==> src/rtl/psup_pkg.sv <==
package psup_pkg;

    typedef enum logic [1:0] {
        PS_WAIT,
        PS_RECALL,
        PS_SETTLE,
        PS_RUN
    } pstate_e;

    localparam logic [7:0] DEFAULT_ADDR = 8'hA2;

    typedef struct packed {
        logic tx_off;
        logic fault;
        logic dir;
    } gate_in_t;

    typedef struct packed {
        logic drive_en;
        logic fault_gate;
        logic fault_flag;
    } gate_out_t;

    // Pin level of the fault gate: the direction bit when alarmed, else its inverse.
    function automatic logic gate_level(input logic alarm, input logic dir);
        return alarm ? dir : ~dir;
    endfunction

endpackage

==> src/rtl/psup_seq.sv <==
module psup_seq
    import psup_pkg::*;
#(
    parameter int SETTLE_CYCLES = 100000
) (
    input  logic    clk,
    input  logic    rst,
    input  logic    bor_ok,
    input  logic    ana_ok,
    input  logic    recall_done,
    output pstate_e state,
    output logic    recall_req,
    output logic    cap_stb
);
    localparam int CW = $clog2(SETTLE_CYCLES + 1);
    localparam logic [CW-1:0] LAST = CW'(SETTLE_CYCLES - 1);

    logic          recalled;
    logic [CW-1:0] cnt;

    assign cap_stb = (state == PS_RECALL) && ana_ok && recall_done;

    always_ff @(posedge clk) begin
        if (rst || !bor_ok) begin
            state      <= PS_WAIT;
            recalled   <= 1'b0;
            recall_req <= 1'b0;
            cnt        <= '0;
        end else begin
            recall_req <= 1'b0;
            unique case (state)
                PS_WAIT: begin
                    if (ana_ok) begin
                        if (recalled) begin
                            state <= PS_RUN;
                        end else begin
                            state      <= PS_RECALL;
                            recall_req <= 1'b1;
                        end
                    end
                end
                PS_RECALL: begin
                    if (!ana_ok) begin
                        state <= PS_WAIT;
                    end else if (recall_done) begin
                        state    <= PS_SETTLE;
                        recalled <= 1'b1;
                        cnt      <= '0;
                    end
                end
                PS_SETTLE: begin
                    if (!ana_ok) begin
                        state <= PS_WAIT;
                    end else if (cnt == LAST) begin
                        state <= PS_RUN;
                    end else begin
                        cnt <= cnt + 1'b1;
                    end
                end
                PS_RUN: begin
                    if (!ana_ok) state <= PS_WAIT;
                end
                default: state <= PS_WAIT;
            endcase
        end
    end
endmodule

==> src/rtl/psup_addr.sv <==
module psup_addr
    import psup_pkg::*;
(
    input  logic       clk,
    input  logic       rst,
    input  logic       bor_ok,
    input  logic       cap_stb,
    input  logic [7:0] nv_addr,
    input  logic       nv_addr_sel,
    output logic [7:0] slave_addr
);
    logic [7:0] addr_q;
    logic       use_nv;

    always_ff @(posedge clk) begin
        if (rst || !bor_ok) begin
            addr_q <= DEFAULT_ADDR;
            use_nv <= 1'b0;
        end else if (cap_stb) begin
            addr_q <= nv_addr;
            use_nv <= nv_addr_sel;
        end
    end

    assign slave_addr = use_nv ? addr_q : DEFAULT_ADDR;
endmodule

==> src/rtl/psup_gate.sv <==
module psup_gate
    import psup_pkg::*;
#(
    parameter int ADC_W = 10
) (
    input  logic             clk,
    input  logic             rst,
    input  logic             run,
    input  logic             bor_ok,
    input  logic             ana_ok,
    input  logic             adc_valid,
    input  logic [ADC_W-1:0] adc_code,
    input  logic [ADC_W-1:0] low_limit,
    input  gate_in_t         gin,
    output gate_out_t        gout,
    output logic             vcc_low_alarm
);
    logic latched;
    logic alarm_now;

    always_ff @(posedge clk) begin
        if (rst || !bor_ok || !ana_ok) begin
            vcc_low_alarm <= 1'b1;
        end else if (adc_valid && (adc_code > low_limit)) begin
            vcc_low_alarm <= 1'b0;
        end
    end

    always_ff @(posedge clk) begin
        if (rst || !run || gin.tx_off) begin
            latched <= 1'b0;
        end else if (gin.fault && !vcc_low_alarm) begin
            latched <= 1'b1;
        end
    end

    always_comb begin
        alarm_now       = !run || (latched && !gin.tx_off);
        gout.drive_en   = run && !gin.tx_off && !latched;
        gout.fault_gate = gate_level(alarm_now, gin.dir);
        gout.fault_flag = !run || (latched && !gin.tx_off);
    end
endmodule

==> src/rtl/psup_top.sv <==
module psup_top
    import psup_pkg::*;
#(
    parameter int ADC_W     = 10,
    parameter int CLK_MHZ   = 200,
    parameter int SETTLE_US = 500
) (
    input  logic             clk,
    input  logic             rst,
    input  logic             bor_ok,
    input  logic             ana_ok,
    input  logic             tx_off,
    input  logic             fault_in,
    input  logic             gate_dir,
    input  logic             adc_valid,
    input  logic [ADC_W-1:0] adc_code,
    input  logic [ADC_W-1:0] low_limit,
    input  logic [7:0]       nv_addr,
    input  logic             nv_addr_sel,
    input  logic             recall_done,
    output logic             recall_req,
    output logic             rdy_n,
    output logic [7:0]       slave_addr,
    output logic             drive_en,
    output logic             fault_gate,
    output logic             fault_flag,
    output logic             vcc_low_alarm
);
    localparam int SETTLE_CYCLES = CLK_MHZ * SETTLE_US;

    pstate_e   state;
    logic      cap_stb;
    gate_in_t  gin;
    gate_out_t gout;

    psup_seq #(.SETTLE_CYCLES(SETTLE_CYCLES)) u_seq (
        .clk(clk), .rst(rst), .bor_ok(bor_ok), .ana_ok(ana_ok),
        .recall_done(recall_done), .state(state),
        .recall_req(recall_req), .cap_stb(cap_stb)
    );

    psup_addr u_addr (
        .clk(clk), .rst(rst), .bor_ok(bor_ok), .cap_stb(cap_stb),
        .nv_addr(nv_addr), .nv_addr_sel(nv_addr_sel), .slave_addr(slave_addr)
    );

    assign gin = '{tx_off: tx_off, fault: fault_in, dir: gate_dir};

    psup_gate #(.ADC_W(ADC_W)) u_gate (
        .clk(clk), .rst(rst), .run(state == PS_RUN), .bor_ok(bor_ok),
        .ana_ok(ana_ok), .adc_valid(adc_valid), .adc_code(adc_code),
        .low_limit(low_limit), .gin(gin), .gout(gout),
        .vcc_low_alarm(vcc_low_alarm)
    );

    assign rdy_n      = (state != PS_RUN);
    assign drive_en   = gout.drive_en;
    assign fault_gate = gout.fault_gate;
    assign fault_flag = gout.fault_flag;
endmodule

==> config.mk <==
export PLATFORM = sky130hd
export DESIGN_NAME = psup_top
export DESIGN_NICKNAME = d
export VERILOG_FILES = /design/src/rtl/psup_pkg.sv /design/src/rtl/psup_seq.sv /design/src/rtl/psup_addr.sv /design/src/rtl/psup_gate.sv /design/src/rtl/psup_top.sv
export SDC_FILE = /design/constraint.sdc
export NUM_CORES = 1
export LEC_CHECK = 0
export ABC_AREA = 1
export BUFFER_PORTS_ARGS = -buffer_cell sky130_fd_sc_hd__buf_4
export CORE_MARGIN = 2
export CORE_UTILIZATION = 55
export CTS_BUF_LIST = sky130_fd_sc_hd__clkbuf_8
export DETAILED_ROUTE_END_ITERATION = 10
export PLACE_DENSITY = 0.85
export SLEW_MARGIN = 20
export SYNTH_ARGS = -nofsm -noshare
export SYNTH_HDL_FRONTEND = slang
export SYNTH_SLANG_ARGS = --single-unit
==> constraint.sdc <==
create_clock -name clk -period 2.02 [get_ports clk]
set_clock_uncertainty 0.15 [all_clocks]
set_input_delay 0.505 -clock clk [delete_from_list [all_inputs] [get_ports clk]]
set_output_delay 0.505 -clock clk [all_outputs]
set_load 0.01 [all_outputs]
==> flow_metrics.tcl, run 1 <==
set metrics [dict create \
    status "complete, no violations" \
    synth_sequential_area_ratio 0.289 \
    row_count 23 \
    crit_path_max_incr_delay_ps 370 \
    cts_setup_buffers 0 \
    gp_congestion 0.900 \
    tightestPinTransition_ps 572 \
    cp_max_fo 5 \
    portBuffers 51 \
    worstSetupEndpointType "output pin" \
    die_w_um 67.5 \
    hpwl_um 3690 \
    netlist-cell-type-count 28 \
    path_cells "nand2_1 > inv_1 > o21ai_0 > xnor2_1 > buf_4" \
    critical_path_class "reg -> out" \
    power.total_mw 1.53 \
    chipHeight_um 67.5 \
    multiInputGateArea_mm2 0.00129 \
    antenna_found_initial 0 \
    leakagePower_nw 1.27 \
    syn-num-nets 412 \
    fin_tns_setup_ps 0 \
    grt_pass1_wl_um 8650 \
    insertion_delay_ps 290 \
    instances_no_fill 465 \
    drt_drc_violations_left 0 \
    num-fill-cells 347 \
    cts_root_buf "clkbuf_8" \
    vias 2312 \
    syn_inst 363 \
    syn-cell-area_mm2 0.00221 \
    gr-total-overflow 0 \
    hold_class "in -> reg" \
    final_antenna_net_count 0 \
    irDropWorstVdd_mv 0.428 \
    setup_viol 0 \
    slew_headroom 0.618 \
    dieArea_mm2 0.00455 \
    maxCapViolations 0 \
    synth_seq_cells 32 \
    yosysWarnings 0 \
    arrival_ps 1290 \
    io_pins 52 \
    ff_latch_area_um2 643 \
    min_period_ps 1950 \
    drt_pre_antenna_iters 4 \
    pwr_density_cell_mw_per_mm2 552 \
    finalNetCount 463 \
    clk_pin_slew_ps 70 \
    drt_iter0_drc 145 \
    numCtsBuffers 5 \
    grt.total_usage 0.245 \
    drive_gt1_frac 0.212 \
    startpoint_type "register" \
    cpMaxStageDelayCell "dfxtp_2" \
    place_inst 457 \
    slew_viol_final 0 \
    fin_util 0.703 \
    fmax_mhz 513 \
    crit_required_ps 1360 \
    holdWs_ps 232 \
    start_util 0.562 \
    cts_tree "yes" \
    grt_pass1_vias 2105 \
    area_growth_pct 25.1 \
    h-tree-depth 2 \
    cts.sinks 32 \
    finalHoldViolCount 0 \
    wl_per_cell_um 10.8 \
    clockBufferDepth 2 \
    drt_wl_total_um 5020 \
    final.period_utilization 0.965 \
    num_antenna_cells 0 \
    rsz0062_at_grt "false" \
    core_mm2 0.00394 \
    vias_per_cell 4.97 \
    avgSynthCellArea_um2 6.10 \
    grt_start_max_net_pins 22 \
]
cell usage after synthesis:
cell,count,area (um^2)
nor4_1,1,6.26
inv_1,49,184
o21ai_1,1,5.00
ha_1,11,138
clkbuf_1,4,15.0
a22oi_1,1,7.51
inv_2,5,18.8
nand2_2,5,31.3
nand3_2,1,10.0
and2_1,1,6.26
clkinv_1,4,15.0
buf_6,3,33.8
nand4_1,5,31.3
xor2_1,2,17.5
nor2_1,66,248
buf_2,5,25.0
a211oi_1,1,7.51
nor3_1,4,20.0
nor2_4,2,22.5
a21oi_2,8,70.1
o211ai_1,3,22.5
o21ai_0,13,65.1
nand3_1,35,175
xnor2_1,1,8.76
dfxtp_1,32,641
nand2_4,1,11.3
a21oi_1,6,30.0
nand2_1,93,349
flip-flops by register name (all words and copies together), names as in the netlist:
name                  cells
u_gate.vcc_low_alarm      1
u_addr.addr_q             8
u_seq.state               2
u_gate.latched            1
u_seq.recalled            1
u_seq.recall_req          1
u_addr.use_nv             1
u_seq.cnt                17
critical path: cells and delay by family (launching register included):
| family | cells | cell delay (ps) |
|---|---|---|
| AOI/OAI and AO/OA | 1 | 120 |
| xor gates and xnor gates | 1 | 170 |
| and+or+nand+nor | 1 | 110 |
| DFF | 1 | 370 |
| buffers and inverters | 2 | 230 |
layer usage:
| metal | vias to the layer above | track usage | share of wire |
|---|---|---|---|
| met5 | - | 0 | 0 |
| met4 | 0 | 0.0918 | 0.011 |
| met3 | 6 | 0.0483 | 0.045 |
| met2 | 58 | 0.431 | 0.49 |
| met1 | 1019 | 0.293 | 0.45 |
| li1 | 1229 | - | - |
final timing paths:
path | start | end | slack (ps) | cells after the start
setup reg to reg | u_seq.cnt[0]$_SDFFE_PP0P_ | u_seq.cnt[12]$_SDFFE_PP0P_ | 190 | 13
setup / recovery | u_seq.state[1]$_SDFFE_PP0P_ | fault_gate | 70 | 5
hold / removal | rst | u_gate.latched$_SDFFE_PP0P_ | 230 | 2
hold reg to reg | u_seq.recalled$_SDFFE_PP0P_ | u_seq.recall_req$_SDFF_PP0_ | 300 | 1
timing repair:
item | CTS | global route
setup endpoints to repair | 0 | 2
resized for setup | 0 | 3
hold endpoints to repair | 0 | 0
hold buffers | 0 | 0
layout make-up:
class | count | area share
clock buffers | 7 | 0.0348
clock inverters | 1 | 0.0108
inverters | 58 | 0.0786
multi-input cells | 261 | 0.465
flip-flops and latches | 32 | 0.232
well taps | 50 | 0.0226
repair buffers | 56 | 0.156
through the flow:
| step | worst slack, ps | instance area, um^2 |
|---|---|---|
| after floorplan | 255 | 2210 |
| after global routing | 11.4 | 2770 |
| after CTS | 22.4 | 2760 |
| final | 70.5 | 2770 |
| after global placement | 200 | 2640 |
| after detailed placement | 110 | 2640 |
logic make-up after synthesis:
family | after synthesis | synth area share
flops | 32 | 0.289
buf+inv | 70 | 0.132
simple gates | 214 | 0.411
compound gates | 33 | 0.0938
xor+xnor | 3 | 0.0119
fa+ha+maj | 11 | 0.0621
layout by cell type, fill, tap and decap left out:
| master | count |
|---|---|
| nand2_1 | 93 |
| nor2_1 | 66 |
| buf_4 | 55 |
| inv_1 | 49 |
| nand3_1 | 35 |
| dfxtp_1 | 30 |
| o21ai_0 | 13 |
| ha_1 | 11 |
| a21oi_2 | 8 |
| clkbuf_8 | 7 |
| a21oi_1 | 6 |
| inv_2 | 5 |
| nand4_1 | 5 |
| nor3_1 | 4 |
| nand2_2 | 4 |
| clkinv_1 | 4 |
| o211ai_1 | 3 |
| nor2_4 | 2 |
| nand2_4 | 2 |
| xor2_1 | 2 |
| dfxtp_2 | 2 |
| xnor2_1 | 1 |
| a211oi_1 | 1 |
| a22oi_1 | 1 |
| nand3_2 | 1 |
| and2_1 | 1 |
| nor4_1 | 1 |
| o21ai_1 | 1 |
| bufinv_16 | 1 |
| buf_12 | 1 |
report_power, final:
group          switching [mW]  internal [mW]  total, mW
Sequential            0.00550          0.638      0.643
Clock                   0.244          0.435      0.680
Combinational           0.107         0.0990      0.206
Note: power is estimated with default switching activity, not from simulation.
==> run 2: changes to the inputs <==
--- a/config.mk
+++ b/config.mk
@@ -11,6 +11,7 @@
 export CORE_UTILIZATION = 55
 export CTS_BUF_LIST = sky130_fd_sc_hd__clkbuf_8
 export DETAILED_ROUTE_END_ITERATION = 10
+export HOLD_SLACK_MARGIN = 0.1
 export PLACE_DENSITY = 0.85
 export SLEW_MARGIN = 20
 export SYNTH_ARGS = -nofsm -noshare
==> constraint.sdc (replaced) <==
create_clock -name clk -period 2 [get_ports clk]
set_clock_uncertainty 0.15 [all_clocks]
set_input_delay 0.5 -clock clk [delete_from_list [all_inputs] [get_ports clk]]
set_output_delay 0.5 -clock clk [all_outputs]
set_load 0.01 [all_outputs]
==> flow_metrics.tcl, run 2 (same netlist as run 1, synthesis figures left out) <==
set metrics [dict create \
    status "complete, no violations" \
    worstHoldStart "rst" \
    finalNetCount 465 \
    h-tree-depth 2 \
    drt_drc_violations_left 0 \
    insertion_delay_ps 290 \
    io_pins 52 \
    finalHoldViolCount 0 \
    clockBufferDepth 2 \
    gp_congestion 0.874 \
    pwr-share-clk 0.445 \
    grt.total_usage 0.244 \
    drt_iter0_drc 142 \
    reg.largest.list "u_seq.cnt: 17 flops, u_addr.addr_q: 8 flops, u_seq.state: 2 flops" \
    worstRegToRegCells 11 \
    layout_commonest_cell "nand2_1" \
    portBuffers 51 \
    hold_class "in -> reg" \
    final.period_utilization 0.957 \
    vias_per_cell 5.02 \
    leakagePower_nw 1.28 \
    gr-total-overflow 0 \
    pwr_density_cell_mw_per_mm2 556 \
    antenna_found_initial 0 \
    place_inst 459 \
    cts_root_buf "clkbuf_8" \
    p_int_mw 1.19 \
    area_growth_pct 25.6 \
    cts_hold_buf 0 \
    slew_headroom 0.756 \
    p_seq_frac 0.421 \
    startpoint_type "register" \
    cts_setup_buffers 0 \
    r2r_start "u_seq.cnt[0]$_SDFFE_PP0P_" \
    drive_gt1_frac 0.218 \
    grt_pass1_wl_um 8530 \
    irDropWorstVdd_mv 0.389 \
    largest_register_ffs 17 \
    critical_path_class "reg -> out" \
    final_antenna_net_count 0 \
    switching_share 0.233 \
    instances_no_fill 467 \
    slew_viol_final 0 \
    maxCapViolations 0 \
    die_w_um 67.5 \
    drt_wl_total_um 5030 \
    min_period_ps 1910 \
    start_util 0.562 \
    drt_pre_antenna_iters 4 \
    regMostFlops "u_seq.cnt" \
    clk_pin_slew_ps 70 \
    num-fill-cells 328 \
    fmax_mhz 522 \
    grt_start_max_net_pins 22 \
    ff_latch_area_um2 643 \
    rr_endpoint "u_seq.cnt[4]$_SDFFE_PP0P_" \
    worstSetupEndpointType "output pin" \
    wl_per_cell_um 10.8 \
    numCtsBuffers 5 \
    chipHeight_um 67.5 \
    hpwl_um 3740 \
    whs_path_depth 2 \
    crit_required_ps 1350 \
    dieArea_mm2 0.00455 \
    p_switching_uw 361 \
    vias 2345 \
    row_count 23 \
    cp_max_fo 5 \
    grt_pass1_vias 2110 \
    mostFrequentLayoutCells "nand2_1 (92), nor2_1 (66), buf_4 (57)" \
    cts.sinks 32 \
    r2r_slack_ps 190 \
    multiInputGateArea_mm2 0.00128 \
    core_mm2 0.00394 \
    num_antenna_cells 0 \
    arrival_ps 1260 \
    p_comb_frac 0.134 \
    tightestPinTransition_ps 365 \
    worstHoldEndpoint "u_gate.latched$_SDFFE_PP0P_" \
    cts_tree "yes" \
    cp-startpoint "u_seq.state[1]$_SDFFE_PP0P_" \
    setup_viol 0 \
    holdWs_ps 222 \
]
==> run 2: cell count changes in the layout (fill, tap and decap cells not counted) <==
cell / delta
buf_4: +2
nand2_2: +2
nand2_1: -1
nand2_4: -1
==> run 2: worst max-delay path, stage by stage, from the launching register on <==
cell,delay [ps]
dfxtp_2,380
nand2_2,100
inv_1,70
o21ai_0,130
xnor2_1,150
buf_4,150
==> run 2: power by group through the flow <==
stage / logic (mW) / clock network, mW / registers (mW)
CTS: 0.208 / 0.703 / 0.649
global route: 0.235 / 0.725 / 0.651
global placement: 0.200 / 0 / 0.663
detailed placement: 0.207 / 0 / 0.663
finish: 0.208 / 0.688 / 0.650
floorplan: 0.117 / 0 / 0.662
==> run 2: cell type report <==
class                      instances  share of cell area
multi-input combinational        261               0.462
sequential                        32               0.231
timing repair buffer              58               0.161
inverter                          58              0.0782
clock buffer                       7              0.0346
tap                               50              0.0225
clock inverter                     1              0.0108
==> run 2: worst max path at each step <==
stage | endpoint | depth (start not counted) | slack (ps)
4_1_cts | fault_gate | 5 | 20
3_3_place_gp | u_gate.vcc_low_alarm$_SDFFE_PP1P_ | 9 | 190
3_5_place_dp | u_gate.vcc_low_alarm$_SDFFE_PP1P_ | 9 | 110
5_1_grt | fault_gate | 5 | -10
2_1_floorplan | fault_gate | 2 | 250
6_report | fault_gate | 5 | 90
==> run 2: routing by layer <==
layer	global-route usage	share of wire
met3	0.0600	0.059
met2	0.433	0.49
met4	0.0944	0.016
met1	0.279	0.43
met5	0	0
==> run 2: metrics by stage <==
step                 util  setup slack (ps)  power [mW]  TNS (ps)  area (um^2)
floorplan               -               245       0.780         0         2210
global placement    0.672               185       0.863         0         2650
global route        0.706             -13.0        1.61     -13.0         2780
CTS                 0.705              15.0        1.56         0         2780
finish              0.706              85.3        1.55         0         2780
detailed placement  0.672               110       0.871         0         2650
==> run 2: timing repair <==
item,4_1_cts,5_1_grt
hold endpoints to repair,0,0
setup endpoints to repair,1,1
gates resized for setup,1,2
==> run 3: changes to the inputs <==
--- a/config.mk
+++ b/config.mk
@@ -5,10 +5,9 @@
 export SDC_FILE = /design/constraint.sdc
 export NUM_CORES = 1
 export LEC_CHECK = 0
-export ABC_AREA = 1
 export BUFFER_PORTS_ARGS = -buffer_cell sky130_fd_sc_hd__buf_4
 export CORE_MARGIN = 2
-export CORE_UTILIZATION = 55
+export CORE_UTILIZATION = 53
 export CTS_BUF_LIST = sky130_fd_sc_hd__clkbuf_8
 export DETAILED_ROUTE_END_ITERATION = 10
 export HOLD_SLACK_MARGIN = 0.1
==> flow_metrics.tcl, run 3 <==
set metrics [dict create \
    place_inst 323 \
    mostFrequentLayoutCells "buf_4 (62), nand2_1 (31), dfxtp_1 (30)" \
    instances_no_fill 331 \
    arrival_ps 1930 \
    dpl_worst_slack_ps 121 \
    cts_tree "yes" \
    h-tree-depth 2 \
    cpMaxStageDelayCell "o41ai_1" \
    largest_register_ffs 17 \
    post_synth_mux_area_share 0 \
    start_util 0.547 \
    slew_viol_final 0 \
    clockBufferDepth 2 \
    area_growth_pct 32.0 \
    yosys.area_share.simple 0.290 \
    fmax_mhz 524 \
    slew_headroom 0.729 \
    leakagePower_nw 1.06 \
    synth_adder_area_share 0.0766 \
    synth_ff_type "dfxtp_1" \
    min_period_ps 1910 \
    crit_buf_inv 1 \
    hpwl_um 3110 \
    cts_root_buf "clkbuf_8" \
    drt_iter0_drc 66 \
    layout_commonest_cell "buf_4" \
    io_pins 52 \
    setup_viol 0 \
    finalHoldViolCount 0 \
    irDropWorstVdd_mv 0.336 \
    cp_top_family "simple AND/OR/NAND/NOR gates" \
    cts.sinks 32 \
    power.total_mw 1.29 \
    synth_edf_count 0 \
    place_area_mm2 0.00227 \
    synth_top_family_by_area "simple AND/OR/NAND/NOR gates" \
    synth_seq_cells 32 \
    numCtsBuffers 5 \
    grt_start_max_net_pins 14 \
    synth_most_common_cell "dfxtp_1" \
    gp_congestion 0.834 \
    rsz0062_at_grt "false" \
    avgSynthCellArea_um2 7.99 \
    synth_largest_area_cell "dfxtp_1" \
    synthXorXnorAreaFrac 0.00975 \
    synth_compound_area_frac 0.208 \
    synthTopCellsByCount "dfxtp_1 (32), nand2_1 (31), a21oi_1 (18)" \
    syn-num-nets 274 \
    row_count 21 \
    antenna_found_initial 0 \
    pwr_density_cell_mw_per_mm2 546 \
    finalNetCount 333 \
    core_mm2 0.00328 \
    vias 1836 \
    grt.total_usage 0.230 \
    final_antenna_net_count 0 \
    crit_required_ps 2020 \
    worst_slack_ps 91.6 \
    cp_max_fo 12 \
    synthArstFlopShare 0 \
    grt_pass1_wl_um 7200 \
    yosysWarnings 0 \
    vias_per_cell 5.55 \
    fin_util 0.722 \
    dieArea_mm2 0.00387 \
    netlist-cell-type-count 40 \
    chipHeight_um 62.2 \
    synth_sequential_area_ratio 0.357 \
    yosys-top-cells-area "dfxtp_1 (36%), ha_1 (7.7%), nand2_1 (6.5%)" \
    startpoint_type "register" \
    tightestPinTransition_ps 405 \
    regMostFlops "u_seq.cnt" \
    insertion_delay_ps 290 \
    maxCapViolations 0 \
    drt_wl_total_um 4170 \
    grt_pass1_vias 1655 \
    final.period_utilization 0.954 \
    path_cells "ha_1 > and4_2 > nand4_4 > nand4_1 > buf_4 > o41ai_1" \
    wl_per_cell_um 12.6 \
    netlist.area_leader.share 0.357 \
    stdcell_area_mm2 0.00237 \
    status "complete, no violations" \
    reg.largest.list "u_seq.cnt: 17 flops, u_addr.addr_q: 8 flops, u_seq.state: 2 flops" \
    syn_inst 225 \
    fin_tns_setup_ps 0 \
    num_antenna_cells 0 \
    drt_drc_violations_left 0 \
    cts_hold_buf 0 \
    portBuffers 51 \
    worstSetupEndpointType "register" \
    drive_gt1_frac 0.277 \
    cts_setup_buffers 0 \
    syn-cell-area_mm2 0.00180 \
    die_w_um 62.2 \
    gr-total-overflow 0 \
    clk_pin_slew_ps 70 \
    holdWs_ps 237 \
    cts_resized 0 \
    crit_path_max_incr_delay_ps 370 \
    hold_class "in -> reg" \
    critical_path_class "reg -> reg" \
    drt_pre_antenna_iters 4 \
]
## run 3: cell type report
class	count	area [um^2]
multi-input cells	167	1050
fillers	264	913
well taps	46	57.6
flip-flops and latches	32	643
clock inverters	2	10.0
repair buffers	62	465
clock buffers	6	82.6
inverters	16	60.1
## run 3: report_power, final
| group | switching (mW) | total (mW) | internal (mW) |
|---|---|---|---|
| combinational | 0.0567 | 0.135 | 0.0785 |
| sequential | 0.00286 | 0.644 | 0.641 |
| clock | 0.241 | 0.515 | 0.274 |
| total | 0.301 | 1.29 | 0.994 |
## run 3: worst paths after layout
kind / start / endpoint / cells past startpoint / slack [ps]
setup / recovery: u_seq.cnt[0]$_SDFFE_PP0P_ / u_seq.cnt[5]$_SDFFE_PP0P_ / 6 / 90
hold / removal: rst / u_gate.latched$_SDFFE_PP0P_ / 2 / 240
setup reg to reg: u_seq.cnt[0]$_SDFFE_PP0P_ / u_seq.cnt[5]$_SDFFE_PP0P_ / 6 / 90
hold reg to reg: u_addr.addr_q[3]$_SDFFE_PP0P_ / u_addr.addr_q[3]$_SDFFE_PP0P_ / 2 / 300
## run 3: cell families (layout without fill, tap and decap cells)
logic type      Yosys count  in the layout
flops                    32             32
xor+xnor                  2              2
fa+ha+maj                11             11
simple gates             93             93
buf+inv                  26             86
compound gates           61             61
## run 3: routing by layer
layer / routed length [um] / vias to the layer above / track usage
li1: - / 923 / -
met1: 1810 / 851 / 0.277
met2: 2030 / 50 / 0.379
met3: 201 / 12 / 0.0670
met4: 128 / 0 / 0.106
met5: 0 / - / 0
